==> src/rtl/amute_pkg.sv <==
package amute_pkg;

    localparam int DEF_SAMPLE_W = 24;
    localparam int DEF_RUN_LEN  = 8192;

    // Silence class of one sample
    typedef enum logic [1:0] {
        CLS_LIVE = 2'd0,
        CLS_ZERO = 2'd1,
        CLS_ONES = 2'd2
    } lvl_cls_e;

    // Classified sample as it enters the run tracker
    typedef struct packed {
        logic     stb;
        lvl_cls_e cls;
    } smp_info_t;

    // A silent sample continues the current run only when it has the same code
    function automatic logic extends_run(input lvl_cls_e now_cls, input lvl_cls_e run_cls);
        return (now_cls != CLS_LIVE) && (now_cls == run_cls);
    endfunction

endpackage

==> src/rtl/amute_classify.sv <==
module amute_classify
    import amute_pkg::*;
#(
    parameter int W = DEF_SAMPLE_W
) (
    input  logic         stb_i,
    input  logic [W-1:0] data_i,
    output smp_info_t    info_o
);

    logic all_zero;
    logic all_ones;

    assign all_zero = ~(|data_i);
    assign all_ones = &data_i;

    always_comb begin
        info_o.stb = stb_i;
        if (all_zero)      info_o.cls = CLS_ZERO;
        else if (all_ones) info_o.cls = CLS_ONES;
        else               info_o.cls = CLS_LIVE;
    end

endmodule

==> src/rtl/amute_run_tracker.sv <==
module amute_run_tracker
    import amute_pkg::*;
#(
    parameter int RUN_LEN = DEF_RUN_LEN,
    parameter int CNT_W   = $clog2(RUN_LEN + 1)
) (
    input  logic             clk,
    input  logic             rst,
    input  logic             off_i,
    input  smp_info_t        info_i,
    output logic [CNT_W-1:0] cnt_o,
    output logic             reach_o
);

    localparam logic [CNT_W-1:0] LIMIT = CNT_W'(RUN_LEN);

    lvl_cls_e         cls_q, cls_d;
    logic [CNT_W-1:0] cnt_q, cnt_d;

    always_comb begin
        cls_d = cls_q;
        cnt_d = cnt_q;
        if (off_i) begin
            cls_d = CLS_LIVE;
            cnt_d = '0;
        end else if (info_i.stb) begin
            if (info_i.cls == CLS_LIVE) begin
                cls_d = CLS_LIVE;
                cnt_d = '0;
            end else if (extends_run(info_i.cls, cls_q)) begin
                if (cnt_q != LIMIT) cnt_d = cnt_q + 1'b1;
            end else begin
                cls_d = info_i.cls;
                cnt_d = CNT_W'(1);
            end
        end
    end

    always_ff @(posedge clk) begin
        if (rst) begin
            cls_q <= CLS_LIVE;
            cnt_q <= '0;
        end else begin
            cls_q <= cls_d;
            cnt_q <= cnt_d;
        end
    end

    assign cnt_o   = cnt_q;
    assign reach_o = (cnt_d == LIMIT);

endmodule

==> src/rtl/amute_flag_reg.sv <==
module amute_flag_reg #(
    parameter bit IND_ACTIVE_LOW = 1'b1
) (
    input  logic clk,
    input  logic rst,
    input  logic set_i,
    output logic mute_o,
    output logic ind_o
);

    logic mute_q;

    always_ff @(posedge clk) begin
        if (rst) mute_q <= 1'b0;
        else     mute_q <= set_i;
    end

    assign mute_o = mute_q;

    generate
        if (IND_ACTIVE_LOW) begin : g_ind_low
            assign ind_o = ~mute_q;
        end else begin : g_ind_high
            assign ind_o = mute_q;
        end
    endgenerate

endmodule

==> src/rtl/static_mute_detector.sv <==
module static_mute_detector
    import amute_pkg::*;
#(
    parameter int SAMPLE_W       = DEF_SAMPLE_W,
    parameter int RUN_LEN        = DEF_RUN_LEN,
    parameter bit IND_ACTIVE_LOW = 1'b1
) (
    input  logic                clk,
    input  logic                rst,
    input  logic                auto_off_i,
    input  logic                smp_valid_i,
    input  logic [SAMPLE_W-1:0] smp_data_i,
    output logic                mute_req_o,
    output logic                mute_ind_o
);

    localparam int CNT_W = $clog2(RUN_LEN + 1);

    smp_info_t        info;
    logic [CNT_W-1:0] run_cnt;
    logic             reach;

    amute_classify #(.W(SAMPLE_W)) cls_i (
        .stb_i  (smp_valid_i),
        .data_i (smp_data_i),
        .info_o (info)
    );

    amute_run_tracker #(.RUN_LEN(RUN_LEN), .CNT_W(CNT_W)) trk_i (
        .clk     (clk),
        .rst     (rst),
        .off_i   (auto_off_i),
        .info_i  (info),
        .cnt_o   (run_cnt),
        .reach_o (reach)
    );

    amute_flag_reg #(.IND_ACTIVE_LOW(IND_ACTIVE_LOW)) flg_i (
        .clk    (clk),
        .rst    (rst),
        .set_i  (reach),
        .mute_o (mute_req_o),
        .ind_o  (mute_ind_o)
    );

endmodule

==> config.mk <==
export PLATFORM = sky130hd
export DESIGN_NAME = static_mute_detector
export DESIGN_NICKNAME = d
export VERILOG_FILES = /design/src/rtl/amute_pkg.sv /design/src/rtl/amute_classify.sv /design/src/rtl/amute_run_tracker.sv /design/src/rtl/amute_flag_reg.sv /design/src/rtl/static_mute_detector.sv
export SDC_FILE = /design/constraint.sdc
export NUM_CORES = 1
export LEC_CHECK = 0
export ABC_CLOCK_PERIOD_IN_PS = 3700
export BUFFER_PORTS_ARGS = -buffer_cell sky130_fd_sc_hd__clkbuf_2
export CAP_MARGIN = 20
export CORE_MARGIN = 1.5
export CORE_UTILIZATION = 40
export CTS_CLUSTER_DIAMETER = 100
export DETAILED_ROUTE_END_ITERATION = 7
export GPL_TIMING_DRIVEN = 0
export SLEW_MARGIN = 20
export SYNTH_ARGS = -nofsm -noshare
export SYNTH_HDL_FRONTEND = slang
export SYNTH_SLANG_ARGS = --single-unit
==> constraint.sdc <==
create_clock -name clk -period 3.7 [get_ports clk]
set_input_delay 0 -clock clk [delete_from_list [all_inputs] [get_ports clk]]
set_output_delay 0 -clock clk [all_outputs]
set_load 0.05 [all_outputs]
==> qor.yml, run 1 <==
netlist_area_um2: 1140
final_nets: 212
insertion_delay_ns: 0.30
syn_nets: 177
post_cts_buffers: 0
dieArea_um2: 3190
synth.area.mux_share: 0
cp.required_ns: 3.95
synth-simple-area-share: 0.403
slew_headroom: 0.609
cellLeakagePower_nw: 0.496
yosysUniqueCellTypes: 35
wire_per_inst_um: 12.8
power_frac_clock: 0.321
io-pin-count: 30
grt_max_degree: 11
final_area_um2: 1370
synth_top_family_by_area: "simple AND/OR/NAND/NOR gates"
htree_levels: 1
worstHoldPathType: "in -> reg"
syn_inst: 147
diodes: 0
combPwrFrac: 0.106
core_um2: 2730
final_common_cell: "clkbuf_2"
layout-drive-gt1-share: 0.204
drtIter0Drc: 28
status: "completed"
clock_path_buffers: 2
p_int_mw: 0.241
async_flop_share: 0
regArea_um2: 340
ys_seq_area_frac: 0.298
fin_setup_tns_ns: 0
antenna_left: 0
portBuffers: 28
cap_violations: 0
crit_path_max_fanout: 6
fin_skew_ns: 0.00951
power.density_nw_per_um2: 234
antenna_found_initial: 0
drc: 0
critical_path_class: "reg -> reg"
hpwlAfterDp_mm: 2.12
pwr-share-seq: 0.573
syn_to_final_growth_pct: 19.8
switchingPower_mw: 0.0804
ctsHoldBuffers: 2
whs_ns: 0.158
irDropWorstVdd_mv: 0.171
synth.avg_cell_area_um2: 7.78
fmax_mhz: 491
cts_tree: "yes"
synth_flop_cell: "dfxtp_1"
maxSlewViolCount: 0
cts-root-buf: "clkbuf_4"
grt_remaining_overflow: 0
layout_common_cells: "clkbuf_2 (28), nor2_1 (18), dfxtp_1 (17)"
finalCriticalPeriod_ns: 2.04
post_cts_resized: 0
rsz0062_at_grt: "false"
cts_buffers: 3
setup_viol: 0
end_kind: "register"
ys_ff_latch: 17
fin_crit_sh: 0.551
grt_pass1_wl_mm: 4.77
start_util: 0.418
final-hold-violation-count: 0
finalWirelength_mm: 2.71
place_area_um2: 1320
worstMarginPinSlew_ns: 0.581
fp-row-count: 19
nFillCells: 283
switching_share: 0.250
first_pass_iters: 4
worstPathArrival_ns: 2.29
num_vias: 1157
multi_input_area_um2: 754
synth-warning-count: 0
synth_xor_area_frac: 0.0996
viasPerCell: 5.46
power_mw: 0.321
die_h_um: 56.5
synth_edf_count: 0
synth_fa_ha_area_frac: 0.0219
synth-compound-area-share: 0.136
die_w_um: 56.5
track_usage: 0.186
clock-sinks: 17
gp_congestion: 0.757
path_clk_slew_ns: 0.11
grt_pass1_vias: 1132
start_kind: "register"
path summary, 6_finish.rpt:
| check | startpoint | to | slack (ns) | cells past startpoint |
|---|---|---|---|---|
| worst max-delay path | trk_i.cnt_o[0] | flg_i.mute_o | 1.66 | 8 |
| worst min-delay path | smp_data_i[23] | trk_i.cls_q[1] | 0.16 | 5 |
| worst max register to register | trk_i.cnt_o[0] | flg_i.mute_o | 1.66 | 8 |
| worst min register to register | trk_i.cnt_o[1] | trk_i.cnt_o[1] | 0.55 | 2 |
power groups by stage:
stage	clock network [mW]	logic [mW]	registers, mW
3_3_place_gp	0	0.0307	0.188
6_report	0.103	0.0340	0.184
2_1_floorplan	0	0.0118	0.188
5_1_grt	0.114	0.0377	0.184
4_1_cts	0.108	0.0339	0.184
3_5_place_dp	0	0.0322	0.188
sequential cells by signal, indices dropped and copies added, names as in the netlist:
name          flops
trk_i.cls_q       2
trk_i.cnt_o      14
flg_i.mute_o      1
layout make-up:
class | instances | share of cell area
Sequential cell | 17 | 0.248
Timing Repair Buffer | 30 | 0.117
Tap cell | 31 | 0.0283
Multi-Input combinational cell | 117 | 0.551
Inverter | 4 | 0.0110
Clock inverter | 1 | 0.00365
Buffer | 9 | 0.0247
Clock buffer | 3 | 0.0164
cells by family (layout without fill, tap and decap cells):
group	after synthesis	after routing
compound gates	20	20
xor+xnor	13	13
fa+ha+maj	2	2
buf+inv	13	47
flops	17	17
simple gates	82	82
metal layers:
layer  track usage  vias to the layer above  part of all wire
met5             0                        -                 0
met2         0.299                       12              0.44
met3        0.0484                        6             0.024
met1         0.244                      525              0.51
li1              -                      614                 -
met4        0.0544                        0             0.016
cells in the mapped netlist (all sizes together), types with 3 or more instances:
cell type | n | share of area
a21boi | 3 | 0.020
a21oi | 5 | 0.022
and4 | 4 | 0.031
clkbuf | 7 | 0.023
dfxtp | 17 | 0.30
inv | 4 | 0.013
nand2 | 13 | 0.043
nand3 | 6 | 0.026
nand4 | 12 | 0.066
nor2 | 19 | 0.069
nor3 | 6 | 0.026
nor4 | 7 | 0.038
nor4b | 4 | 0.031
xnor2 | 5 | 0.038
xor2 | 8 | 0.061
critical path, stage by stage, from the launching register on:
cell	delay, ns
dfxtp_1	0.45
inv_1	0.09
ha_1	0.21
nor4b_1	0.14
nand4_1	0.19
nand2_1	0.12
a2111o_1	0.40
a32oi_1	0.18
and4_1	0.20
per-stage QoR:
stage	util	worst slack, ns	instances
final	0.501	1.66	212
after global routing	0.501	1.45	212
after detailed placement	0.484	1.67	206
after CTS	0.501	1.65	212
after global placement	0.484	1.67	206
after floorplan	-	1.91	147
Power figures use the tool's default switching activity.
==> run 2: changes to the inputs <==
ABC_AREA = 1   (was not set)
ABC_CLOCK_PERIOD_IN_PS = 1800   (was 3700)
clock period = 1.8 ns   (was 3.7 ns; I/O delays follow)
==> run 2 against run 1 <==
  * Cell count up 65%
  * Global-route usage up 1.1 points
  * Core utilization is 0.96 points higher
  * Sequential power is 110% higher
  * Power increased to 2.7 times the previous value
  * Synthesized cell count grew 80%
  * Routed wire length increased by 43%
  * Register-to-register slack got worse by 1.6 ns
  * Die area up 34%
  * Flip-flop and latch count is the same
  * Worst setup slack lost 1.6 ns
  * Fmax up 19%
  * Largest cell class unchanged
  * Largest power group unchanged
==> qor.yml, run 2 <==
clock-sinks: 17  # unchanged
synth_flop_cell: "dfxtp_1"  # unchanged
track_usage: 0.196  # was 0.186
layout_common_cells: "nand2_1 (66), nor2_1 (56), clkbuf_2 (28)"  # was clkbuf_2 (28), nor2_1 (18), dfxtp_1 (17)
r2r-start: "trk_i.cnt_o[0]"  # unchanged
p_int_mw: 0.612  # was 0.241 mW
cts_buffers: 3  # unchanged
fin_crit_sh: 0.955  # was 0.551
power_frac_clock: 0.344  # was 0.321
fp-row-count: 22  # was 19
fin_skew_ns: 0.00146  # was 0.00951 ns
slew_headroom: 0.633  # was 0.609
antenna_left: 0  # unchanged
finalCriticalPeriod_ns: 1.72  # was 2.04 ns
irDropWorstVdd_mv: 0.345  # was 0.171 mV
yosysMostFrequentCell: "nand2_1"  # was nor2_1
layout-drive-gt1-share: 0.272  # was 0.204
met3_usage: 0.0394  # was 0.0484
core_um2: 3720  # was 2730 um^2
fmax_mhz: 582  # was 491 MHz
yosysTopAreaCellShare: 0.218  # was 0.298
synth.avg_cell_area_um2: 5.89  # was 7.78 um^2
cap_violations: 0  # unchanged
final_area_um2: 1900  # was 1370 um^2
dieArea_um2: 4280  # was 3190 um^2
cp-startpoint: "trk_i.cnt_o[0]"  # unchanged
fin_ws_ns: 0.0813  # was 1.66 ns
fin_setup_tns_ns: 0  # unchanged
viasPerCell: 4.90  # was 5.46
grt_use_met1: 0.271  # was 0.244
portBuffers: 28  # unchanged
hpwlAfterDp_mm: 3.08  # was 2.12 mm
synth-warning-count: 0  # unchanged
grt_pass1_vias: 1509  # was 1,132
syn_to_final_growth_pct: 21.7  # was 19.8%
clock_path_buffers: 2  # unchanged
io-pin-count: 30  # unchanged
worstPathArrival_ns: 1.91  # was 2.29 ns
async_flop_share: 0  # unchanged
setup_viol: 0  # unchanged
finalWirelength_mm: 3.87  # was 2.71 mm
start_util: 0.420  # was 0.418
cellLeakagePower_nw: 0.923  # was 0.496 nW
num_vias: 1715  # was 1,157
worstHoldStart: "rst"  # was smp_data_i[23]
switchingPower_mw: 0.252  # was 0.0804 mW
place_ws_ns: -0.00466  # was 1.67 ns
switching_share: 0.291  # was 0.250
drtIter0Drc: 75  # was 28
final_nets: 333  # was 212
start_kind: "register"  # unchanged
ctsHoldBuffers: 0  # was 2
grt.met2_usage: 0.309  # was 0.299
final_common_cell: "nand2_1"  # was clkbuf_2
wire_per_inst_um: 11.1  # was 12.8 um
r2r_slack_ns: 0.08  # was 1.66 ns
syn_inst: 265  # was 147
die_w_um: 65.5  # was 56.5 um
cp.required_ns: 1.99  # was 3.95 ns
place_area_um2: 1760  # was 1320 um^2
diodes: 0  # unchanged
instances_no_fill: 350  # was 212
ff2ff_path_depth: 15  # was 8
reg2reg_to: "flg_i.mute_o"  # unchanged
grt_max_degree: 11  # unchanged
final-hold-violation-count: 0  # unchanged
ys_seq_area_frac: 0.218  # was 0.298
worstMarginPinSlew_ns: 0.551  # was 0.581 ns
crit_path_max_fanout: 5  # was 6
gp_congestion: 0.895  # was 0.757
crit_end: "flg_i.mute_o"  # unchanged
power.density_nw_per_um2: 455  # was 234 nW/um^2
largest_reg_flops: 14  # unchanged
htree_levels: 1  # unchanged
rsz0062_at_grt: "true"  # was false
synth_common_cells: "nand2_1 (68), nor2_1 (58), inv_1 (25), nand3_1 (25), dfxtp_1 (17)"  # was nor2_1 (18), dfxtp_1 (17), nand2_1 (13)
grt_pass1_wl_mm: 6.58  # was 4.77 mm
drc: 0  # unchanged
end_kind: "register"  # unchanged
status: "completed"  # unchanged
path_clk_slew_ns: 0.07  # was 0.11 ns
cts-root-buf: "clkbuf_8"  # was clkbuf_4
die_h_um: 65.5  # was 56.5 um
ys_ff_latch: 17  # unchanged
worstHoldPathType: "in -> reg"  # unchanged
insertion_delay_ns: 0.25  # was 0.30 ns
cts_tree: "yes"  # unchanged
critical_path_class: "reg -> reg"  # unchanged
yosysUniqueCellTypes: 33  # was 35
synth.area.top_cells: "dfxtp_1 (22%), nand2_1 (16%), nor2_1 (14%), nand3_1 (8.0%), inv_1 (6.0%)"  # was dfxtp_1 (30%), nand4_1 (6.6%), xor2_1 (6.1%), nor2_1 (5.9%), nand2_1 (4.3%)
pwr-share-seq: 0.451  # was 0.573
synth_edf_count: 0  # unchanged
antenna_found_initial: 0  # unchanged
netlist_area_um2: 1560  # was 1140 um^2
grt_remaining_overflow: 0  # unchanged
place_inst: 341  # was 206
first_pass_iters: 4  # unchanged
combPwrFrac: 0.205  # was 0.106
synth_top_area_cell: "dfxtp_1"  # unchanged
syn_nets: 295  # was 177
maxSlewViolCount: 0  # unchanged
grt_busiest_layer: "met2"  # unchanged
==> run 2: cell types whose count changed after synthesis, moves of 9 or more <==
cell,delta
inv_1,+21
nand2_1,+55
a21oi_1,+9
nand3_1,+19
nor2_1,+40
==> run 2: per-stage QoR <==
step           hold slack, ns  total power [mW]  utilization
2_1_floorplan          0.0724             0.502            -
6_report              0.00730             0.864        0.511
3_3_place_gp            0.275             0.565        0.474
3_5_place_dp            0.273             0.565        0.474
4_1_cts              0.000197             0.864        0.487
5_1_grt                0.0136             0.911        0.511
==> run 2: power by group through the flow <==
| stage | Clock [mW] | Sequential [mW] | Combinational [mW] |
|---|---|---|---|
| after detailed placement | 0 | 0.398 | 0.166 |
| after CTS | 0.306 | 0.390 | 0.168 |
| after floorplan | 0 | 0.398 | 0.105 |
| after global placement | 0 | 0.399 | 0.167 |
| after global routing | 0.321 | 0.390 | 0.200 |
| final | 0.297 | 0.390 | 0.178 |
==> run 2: how the worst min path moves through the flow <==
stage	end	cells past startpoint
after floorplan	trk_i.cnt_o[1]	1
after global placement	trk_i.cnt_o[12]	2
after detailed placement	trk_i.cnt_o[12]	2
after CTS	trk_i.cnt_o[12]	2
after global routing	trk_i.cnt_o[1]	2
final	trk_i.cnt_o[1]	2
==> run 2: critical path: stages (launching register included) <==
cell and delay, ns:
dfxtp_4 0.37, inv_4 0.06, ha_4 0.12, inv_2 0.03, nor2_1 0.07, nand2_1 0.07, nor2_2 0.16, nand2_2 0.12
buf_4 0.15, nand3_1 0.08, nand3_2 0.08, nand3_2 0.07, nand2_1 0.06, nor2_1 0.10, nand2_1 0.05, nor2_1 0.08
==> run 2: final cells by class <==
| class | instances | area, um^2 |
|---|---|---|
| Buffer | 6 | 51.3 |
| Clock buffer | 4 | 45.0 |
| Fill cell | 377 | 1820 |
| Sequential cell | 17 | 345 |
| Multi-Input combinational cell | 211 | 1100 |
| Timing Repair Buffer | 33 | 178 |
| Inverter | 31 | 120 |
| Tap cell | 48 | 60.1 |
==> run 2: timing repair <==
action,CTS,global route
buffers inserted,0,5
setup endpoints to repair,1,2
gates resized for setup,2,16
pin swaps,0,7
==> run 2: metal layers <==
metal / vias to the layer above / wire (um)
met5: - / 0
met4: 0 / 99
met3: 14 / 198
met2: 46 / 1700
met1: 741 / 1870
li1: 914 / -
==> run 2: cell families after synthesis <==
group	share of synthesized area
adders and majority gates	0.0160
xor gates and xnor gates	0.0225
DFF	0.218
AOI/OAI and AO/OA	0.0609
buffers and inverters	0.108
and+or+nand+nor	0.574
